## config.mk

```make
export PLATFORM = sky130hd
export DESIGN_NAME = aes_mix_unit
export DESIGN_NICKNAME = d
export VERILOG_FILES = /design/src/rtl/aes_mix_pkg.sv /design/src/rtl/aes_mix_pre.sv /design/src/rtl/aes_mix_fwd.sv /design/src/rtl/aes_mix_skid.sv /design/src/rtl/aes_mix_unit.sv
export SDC_FILE = /design/constraint.sdc
export NUM_CORES = 1
export LEC_CHECK = 0
export BUFFER_PORTS_ARGS = -buffer_cell sky130_fd_sc_hd__buf_2
export CAP_MARGIN = 20
export CORE_AREA = 2 2 169 171
export CTS_CLUSTER_DIAMETER = 50
export DETAILED_ROUTE_END_ITERATION = 12
export DIE_AREA = 0 0 171 173
export PLACE_DENSITY = 0.83
export SYNTH_ARGS = -nofsm -noshare
export SYNTH_HDL_FRONTEND = slang
export SYNTH_SLANG_ARGS = --single-unit
```

## constraint.sdc

```tcl
create_clock -name clk -period 22.7 [get_ports clk]
set_input_delay 1.135 -clock clk [delete_from_list [all_inputs] [get_ports clk]]
set_output_delay 1.135 -clock clk [all_outputs]
set_load 0.1 [all_outputs]
```

## src/rtl/aes_mix_pkg.sv

```systemverilog
package aes_mix_pkg;

   localparam int BYTE_W   = 8;
   localparam int COL_ROWS = 4;

   typedef enum logic {
      DIR_FWD = 1'b0,
      DIR_INV = 1'b1
   } mix_dir_e;

   // multiply by x in GF(2^8), reducing with poly
   function automatic logic [7:0] gf_dbl(input logic [7:0] a, input logic [7:0] poly);
      return {a[6:0], 1'b0} ^ (a[7] ? poly : 8'h00);
   endfunction

   // multiply by x^2: two doublings
   function automatic logic [7:0] gf_quad(input logic [7:0] a, input logic [7:0] poly);
      return gf_dbl(gf_dbl(a, poly), poly);
   endfunction

endpackage

```

## src/rtl/aes_mix_pre.sv

```systemverilog
module aes_mix_pre
   import aes_mix_pkg::*;
#(
   parameter int         N_COLS = 4,
   parameter logic [7:0] POLY   = 8'h1B,
   localparam int        NBYTES = N_COLS * COL_ROWS,
   localparam int        W      = NBYTES * BYTE_W
) (
   input  logic [W-1:0] state_i,
   output logic [W-1:0] state_o
);

   for (genvar b = 0; b < NBYTES; b++) begin : g_byte
      localparam int PART = b ^ 2;   // row two away, same column
      logic [7:0] self_b, part_b;
      assign self_b = state_i[b*BYTE_W +: BYTE_W];
      assign part_b = state_i[PART*BYTE_W +: BYTE_W];
      assign state_o[b*BYTE_W +: BYTE_W] =
         gf_quad(self_b, POLY) ^ self_b ^ gf_quad(part_b, POLY);
   end

endmodule

```

## src/rtl/aes_mix_fwd.sv

```systemverilog
module aes_mix_fwd
   import aes_mix_pkg::*;
#(
   parameter int         N_COLS = 4,
   parameter logic [7:0] POLY   = 8'h1B,
   localparam int        NBYTES = N_COLS * COL_ROWS,
   localparam int        W      = NBYTES * BYTE_W
) (
   input  logic [W-1:0] state_i,
   output logic [W-1:0] state_o
);

   for (genvar c = 0; c < N_COLS; c++) begin : g_col
      for (genvar r = 0; r < COL_ROWS; r++) begin : g_row
         localparam int I0 = c*COL_ROWS + r;
         localparam int I1 = c*COL_ROWS + ((r+1) % COL_ROWS);
         localparam int I2 = c*COL_ROWS + ((r+2) % COL_ROWS);
         localparam int I3 = c*COL_ROWS + ((r+3) % COL_ROWS);
         logic [7:0] a0, a1, a2, a3;
         assign a0 = state_i[I0*BYTE_W +: BYTE_W];
         assign a1 = state_i[I1*BYTE_W +: BYTE_W];
         assign a2 = state_i[I2*BYTE_W +: BYTE_W];
         assign a3 = state_i[I3*BYTE_W +: BYTE_W];
         assign state_o[I0*BYTE_W +: BYTE_W] =
            gf_dbl(a0, POLY) ^ gf_dbl(a1, POLY) ^ a1 ^ a2 ^ a3;
      end
   end

endmodule

```

## src/rtl/aes_mix_skid.sv

```systemverilog
module aes_mix_skid #(
   parameter int W = 128
) (
   input  logic         clk,
   input  logic         rst,
   input  logic         in_valid,
   output logic         in_ready,
   input  logic [W-1:0] in_data,
   output logic         out_valid,
   input  logic         out_ready,
   output logic [W-1:0] out_data
);

   logic         out_v, skid_v;
   logic [W-1:0] out_q, skid_q;
   logic         accept, drain;

   assign in_ready  = !skid_v;
   assign accept    = in_valid && in_ready;
   assign drain     = !out_v || out_ready;
   assign out_valid = out_v;
   assign out_data  = out_q;

   always_ff @(posedge clk) begin
      if (rst) begin
         out_v  <= 1'b0;
         skid_v <= 1'b0;
      end else if (drain) begin
         if (skid_v) begin
            out_v  <= 1'b1;
            skid_v <= 1'b0;
         end else begin
            out_v  <= accept;
         end
      end else if (accept) begin
         skid_v <= 1'b1;
      end
   end

   always_ff @(posedge clk) begin
      if (drain) begin
         if (skid_v)      out_q <= skid_q;
         else if (accept) out_q <= in_data;
      end else if (accept) begin
         skid_q <= in_data;
      end
   end

   p_hold_r6: assert property (@(posedge clk) disable iff (rst)
      out_valid && !out_ready |=> out_valid && $stable(out_data));
   p_fill_r6: assert property (@(posedge clk) disable iff (rst)
      in_valid && in_ready |=> out_valid);
   p_skid_r7: assert property (@(posedge clk) disable iff (rst)
      !in_ready |-> out_valid);
   p_clear_r8: assert property (@(posedge clk)
      rst |=> !out_valid && in_ready);

endmodule

```

## src/rtl/aes_mix_unit.sv

```systemverilog
module aes_mix_unit
   import aes_mix_pkg::*;
#(
   parameter int         N_COLS = 4,
   parameter logic [7:0] POLY   = 8'h1B,
   parameter bit         INV_EN = 1'b1,
   localparam int        W      = N_COLS * COL_ROWS * BYTE_W
) (
   input  logic         clk,
   input  logic         rst,
   input  logic         in_valid,
   output logic         in_ready,
   input  logic [W-1:0] in_data,
   input  logic         in_inv,
   output logic         out_valid,
   input  logic         out_ready,
   output logic [W-1:0] out_data
);

   if (N_COLS < 1) begin : g_bad_cols
      $error("aes_mix_unit: N_COLS must be at least 1");
   end
   if (POLY == 8'h00) begin : g_bad_poly
      $error("aes_mix_unit: POLY must be non-zero");
   end

   logic [W-1:0] fwd_in, mixed;

   if (INV_EN) begin : g_inv
      logic [W-1:0] pre_out;
      aes_mix_pre #(.N_COLS(N_COLS), .POLY(POLY)) u_pre (
         .state_i (in_data),
         .state_o (pre_out)
      );
      assign fwd_in = (mix_dir_e'(in_inv) == DIR_INV) ? pre_out : in_data;
   end else begin : g_fwd_only
      logic unused_inv;
      assign unused_inv = in_inv;
      assign fwd_in     = in_data;
   end

   aes_mix_fwd #(.N_COLS(N_COLS), .POLY(POLY)) u_fwd (
      .state_i (fwd_in),
      .state_o (mixed)
   );

   aes_mix_skid #(.W(W)) u_out (
      .clk       (clk),
      .rst       (rst),
      .in_valid  (in_valid),
      .in_ready  (in_ready),
      .in_data   (mixed),
      .out_valid (out_valid),
      .out_ready (out_ready),
      .out_data  (out_data)
   );

   // Both directions keep the XOR of a column's bytes unchanged
   for (genvar c = 0; c < N_COLS; c++) begin : g_par
      localparam int CW = COL_ROWS * BYTE_W;
      logic [7:0] p_in, p_out;
      always_comb begin
         p_in  = '0;
         p_out = '0;
         for (int r = 0; r < COL_ROWS; r++) begin
            p_in  ^= in_data[c*CW + r*BYTE_W +: BYTE_W];
            p_out ^= mixed[c*CW + r*BYTE_W +: BYTE_W];
         end
      end
      p_colsum_r5: assert property (@(posedge clk) disable iff (rst)
         in_valid && in_ready |-> p_out == p_in);
   end

endmodule

```

## After elaboration in Yosys (flattened, before gate mapping)

Index checks and enable logic that the tools add are counted.
W data, S select, Z words.

- Multiplexer cells: 52
- Bitwise gates (word level): 145
- Reduce and logical (&&, ||, !) cells: 8

Operators with widths:

| kind | count |
|---|---|
| $xor A8 B8 Y8 | 143 |
| $mux W128 | 3 |
| $mux W5 | 48 |
| $xor A8 B5 Y8 | 1 |
| $reduce_and A2 Y1 | 2 |
| $logic_not A1 Y1 | 2 |
| $reduce_bool A2 Y1 | 1 |
| $reduce_or A2 Y1 | 1 |
| $logic_and A1 B1 Y1 | 1 |
| $logic_or A1 B1 Y1 | 1 |
| $mux W1 | 1 |
| $not A1 Y1 | 1 |

- Bits in registers: 258
- Input port bits: 133
- Output and inout bits: 130
- Logic and storage cells: 209

## Logic depth before layout (Yosys ltp)

- Depth in word-level cells: 15
- Gate-level depth with buffers: 11
- Gate-level depth less buffers: 7

## Modules after synthesis

Synthesis repeated with hierarchy kept, for this count alone.

- Cells, all modules: 1211
- Area total of the unflattened synthesis: 18836.8 um2

Modules (own cells, without submodules):

| module | instances | cells an instance | area each (um2) | seq. area each (um2) |
|---|---|---|---|---|
| aes_mix_skid | 1 | 408 | 9630.5 | 7727.4 |
| aes_mix_fwd | 1 | 453 | 4124.0 | 0.0 |
| aes_mix_pre | 1 | 208 | 3463.3 | 0.0 |
| aes_mix_unit | 1 | 142 | 1619.1 | 0.0 |

## Least setup slack after synthesis

Ideal clock, no wire load.

- Path kind: input to register
- From: in out_ready
- To: reg u_out.skid_q[0] (enable)
- Setup time: 0.799 ns
- Data arrival time: 10.661 ns
- Data required time: 21.901 ns
- Path slack: 11.240 ns
- Stages on the path: 2
- Buffers on the path: 0
- Cells stage by stage: nand2b_1 nor3b_1

- Cells in the longest elaborated chain, start to end: 3

Ends and longest elaborated chain:

| what | line | RTL |
|---|---|---|
| start, declared | aes_mix_unit.sv:16 | `input logic out_ready,` |
| $logic_or A1 B1 Y1 | aes_mix_skid.sv:20 | `assign drain = !out_v \|\| out_ready;` |
| $not A1 Y1 (no source line) | - |  |
| $reduce_and A2 Y1 (no source line) | - |  |
| end signal, assigned | aes_mix_skid.sv:45 | `skid_q <= in_data;` |
| end, declared | aes_mix_skid.sv:15 | `logic [W-1:0] out_q, skid_q;` |

No other way between the ends.
A chain may end at the register's enable or synchronous reset.

## Worst setup path in the final report

- From: in in_inv
- To: reg u_out.out_q[84], in the netlist u_out.out_data[84], data pin

- Cells in the longest elaborated chain, start to end: 9
- Elaborated cells on any way between the ends: 11
- Those cells by class: 5 x mux; 6 x bitwise

Ends and longest elaborated chain:

| what | line | RTL |
|---|---|---|
| start, declared | aes_mix_unit.sv:14 | `input logic in_inv,` |
| $mux W128 * | aes_mix_unit.sv:35 | `assign fwd_in = (mix_dir_e'(in_inv) == DIR_INV) ? pre_out : in_data;` |
| $mux W5 | aes_mix_pkg.sv:13 | `return {a[6:0], 1'b0} ^ (a[7] ? poly : 8'h00);` |
| $xor A8 B8 Y8 | aes_mix_pkg.sv:13 |  |
| $xor A8 B8 Y8 (3 in a row) | aes_mix_fwd.sv:25 | `gf_dbl(a0, POLY) ^ gf_dbl(a1, POLY) ^ a1 ^ a2 ^ a3;` |
| $xor A8 B8 Y8 * | aes_mix_fwd.sv:25 |  |
| net mixed[84] | aes_mix_unit.sv:27 | `logic [W-1:0] fwd_in, mixed;` |
| $mux W128 * | aes_mix_skid.sv:43 | `else if (accept) out_q <= in_data;` |
| $mux W128 * | aes_mix_skid.sv:42 | `if (skid_v) out_q <= skid_q;` |
| end signal, assigned | aes_mix_skid.sv:42 |  |
| end signal, assigned | aes_mix_skid.sv:43 |  |
| end, declared | aes_mix_skid.sv:15 |  |

Mark *: on every way through the listed nets, which the timed path passes. The rest lies on a longest branch. The select of a mux whose other input is x is not followed.

==> results.sh <==
export IMPL_comb_power_share=0.543
export IMPL_powerDensity_nw_per_um2=143
export IMPL_fin_crit_sh=0.164
export IMPL_synth_area_leaders="edfxtp_1, xnor2_1, xor2_1"
export IMPL_synth_cell_types=35
export IMPL_synth_avg_cell_area_um2=14.2
export IMPL_synth_warnings=0
export IMPL_yosysSeqAreaShare=0.472
export IMPL_numClockSinks=258
export IMPL_wl_per_cell_um=18.8
export IMPL_ys_async_sr_fraction=0
export IMPL_power_leakage_nw=7.33
export IMPL_num_vias=9446
export IMPL_cts_root_buf="clkbuf_16"
export IMPL_setup_viol=0
export IMPL_drive_above_1_share=0.319
export IMPL_critPathCaptureType="register"
export IMPL_slew_violations=0
export IMPL_p_int_mw=1.49
export IMPL_grt_pass1_vias=9835
export IMPL_dieHeight_um=173
export IMPL_die_x_um=171
export IMPL_status="finished clean"
export IMPL_cts_made_buffers=30
export IMPL_crit_arrival_ns=4.01
export IMPL_required_ns=22.99
export IMPL_die_area_um2=29600
export IMPL_viasPerCell=5.18
export IMPL_syn_nets=1283
export IMPL_drt_pass1_iterations=4
export IMPL_synth_common_cells="xnor2_1, edfxtp_1, xor2_1"
export IMPL_fp_row_count=61
export IMPL_wl_mm=34.3
export IMPL_io_pins=263
export IMPL_worstSetupStartpointType="input port"
export IMPL_rsz0062_at_grt="no"
export IMPL_power_frac_clock=0.174
export IMPL_fmax_mhz=269
export IMPL_hp_class="register to register"
export IMPL_sw_frac_of_total=0.453
export IMPL_path_clk_slew_ns=0.06
export IMPL_start_util=0.592
export IMPL_grt_overflow_total=0
export IMPL_synth_largest_area_cell="edfxtp_1"
export IMPL_gp_congestion=0.866
export IMPL_synth_edff_count=256
export IMPL_h_tree_depth=1
export IMPL_ir_worst_vdd_v=0.000131
export IMPL_netlist_instances=1150
export IMPL_finalNonFillerCells=1822
export IMPL_synthMuxAreaShare=0.0879
export IMPL_fin_nets=1554
export IMPL_hold_viol_final=0
export IMPL_fillers=1963
export IMPL_synth_xor_xnor_area_share=0.402
export IMPL_dp_final_hpwl_mm=25.0
export IMPL_port_buffers=262
export IMPL_ctsResizeCount=0
export IMPL_synth_compound_area_frac=0.00727
export IMPL_drv_cap=0
export IMPL_p_seq_frac=0.283
export IMPL_grtUsageTotal=0.230
export IMPL_multi_input_area_um2=8510
export IMPL_ctsLongestPathBuffers=3
export IMPL_cts_tree="done"
export IMPL_grt_pass1_wl_mm=53.6
export IMPL_worstPathMaxFanout=71
export IMPL_seq_area_um2=7730
export IMPL_grt_max_degree=79
export IMPL_slew_headroom=0.246
export IMPL_period_minus_slack_ns=3.71
export IMPL_area_delta_synth_final_pct=16.5
export IMPL_synth_simple_area_share=0.0220
export IMPL_worstMarginPinSlew_ns=1.13
export IMPL_core_um2=27600
export IMPL_switching_power_mw=1.23
export IMPL_synth_cell_area_um2=16400
export IMPL_place_inst=1767
export IMPL_synth_seq_cells=258
export IMPL_synth_main_ff_cell="edfxtp_1"
export IMPL_finClkSkew_ns=0.00886
export IMPL_synthAdderAreaFrac=0
export IMPL_clkLatencyLatePin_ns=0.54
export IMPL_antenna_found_initial=4
export IMPL_synth_top_family_by_area="XOR/XNOR gates"
export IMPL_holdBufCountCts=0
export IMPL_drt_iter0_drc=472
export IMPL_synth_top_area_frac=0.470
export IMPL_synth_most_common_cell="xnor2_1"
export IMPL_drc_errors=0
export IMPL_drtAntennaViolNets=0
export IMPL_setup_tns_ns=0
export IMPL_crit_type="input port to register"
export IMPL_cts_setup_buffers=0
[worst max-delay path, stage by stage]
cell     delay, ns
buf_2         0.08
buf_4         0.60
inv_1         0.35
nor3b_1       0.39
nor2_1        0.18
xnor2_1       0.39
xnor3_1       0.40
xor2_1        0.16
mux2_2        0.27
[registers in the layout, summed over array words and instances, names as in the netlist]
name             cells
u_out.out_data     128
u_out.out_valid      1
u_out.skid_q       128
u_out.skid_v         1
[power groups by stage]
stage | logic [mW] | registers, mW | clock network, mW
detailed placement | 1.47 | 0.777 | 0
CTS | 1.48 | 0.770 | 0.481
floorplan | 0.630 | 1.40 | 0
finish | 1.48 | 0.769 | 0.472
global route | 1.55 | 0.779 | 0.498
global placement | 1.45 | 0.777 | 0
[final timing paths]
check	to	cells past startpoint	from	slack, ns
max	u_out.out_data[84]	9	in_inv	18.99
min	u_out.out_data[29]	1	u_out.skid_q[29]	0.55
max reg2reg	u_out.out_data[78]	3	u_out.skid_v	20.01
min reg2reg	u_out.out_data[29]	1	u_out.skid_q[29]	0.55
[area by class of cell]
type,count,area share
Inverter,2,0.000525
Clock inverter,18,0.00972
Multi-Input combinational cell,862,0.447
Clock buffer,33,0.0411
Antenna cell,4,0.000525
Sequential cell,258,0.406
Timing Repair Buffer,267,0.0708
Tap cell,378,0.0248
[routing by layer]
layer  part of all wire  global-route usage
met1               0.44               0.310
met2               0.49               0.388
met3              0.047              0.0346
met4              0.027              0.0685
met5                  0                   0
[cell usage in the layout (no fill, tap or decap), types with 5 or more instances in the layout]
cell       instances
buf_2            262
buf_4              5
clkbuf_16         31
edfxtp_1         256
mux2_2           125
nand2_1           62
nor2_1             8
xnor2_1          361
xnor3_1           48
xor2_1           195
xor2_2            10
xor3_1            12
[through the flow]
stage          worst slack (ns)  total power, mW  hold slack, ns   util  instance area [um^2]
2_1_floorplan             11.24             2.03           0.525      -                 16400
3_3_place_gp              18.56             2.22           0.528  0.654                 18100
3_5_place_dp              18.43             2.25           0.533  0.654                 18100
4_1_cts                   19.01             2.73           0.548  0.689                 19000
5_1_grt                   18.80             2.83           0.542  0.689                 19000
6_report                  18.99             2.72           0.545  0.689                 19000
[logic make-up after synthesis]
group,Yosys count
simple gates,85
compound gates,16
xor+xnor,634
flops,258
mux,127
buf+inv,30
No activity file was read; power rests on OpenSTA's default activity.
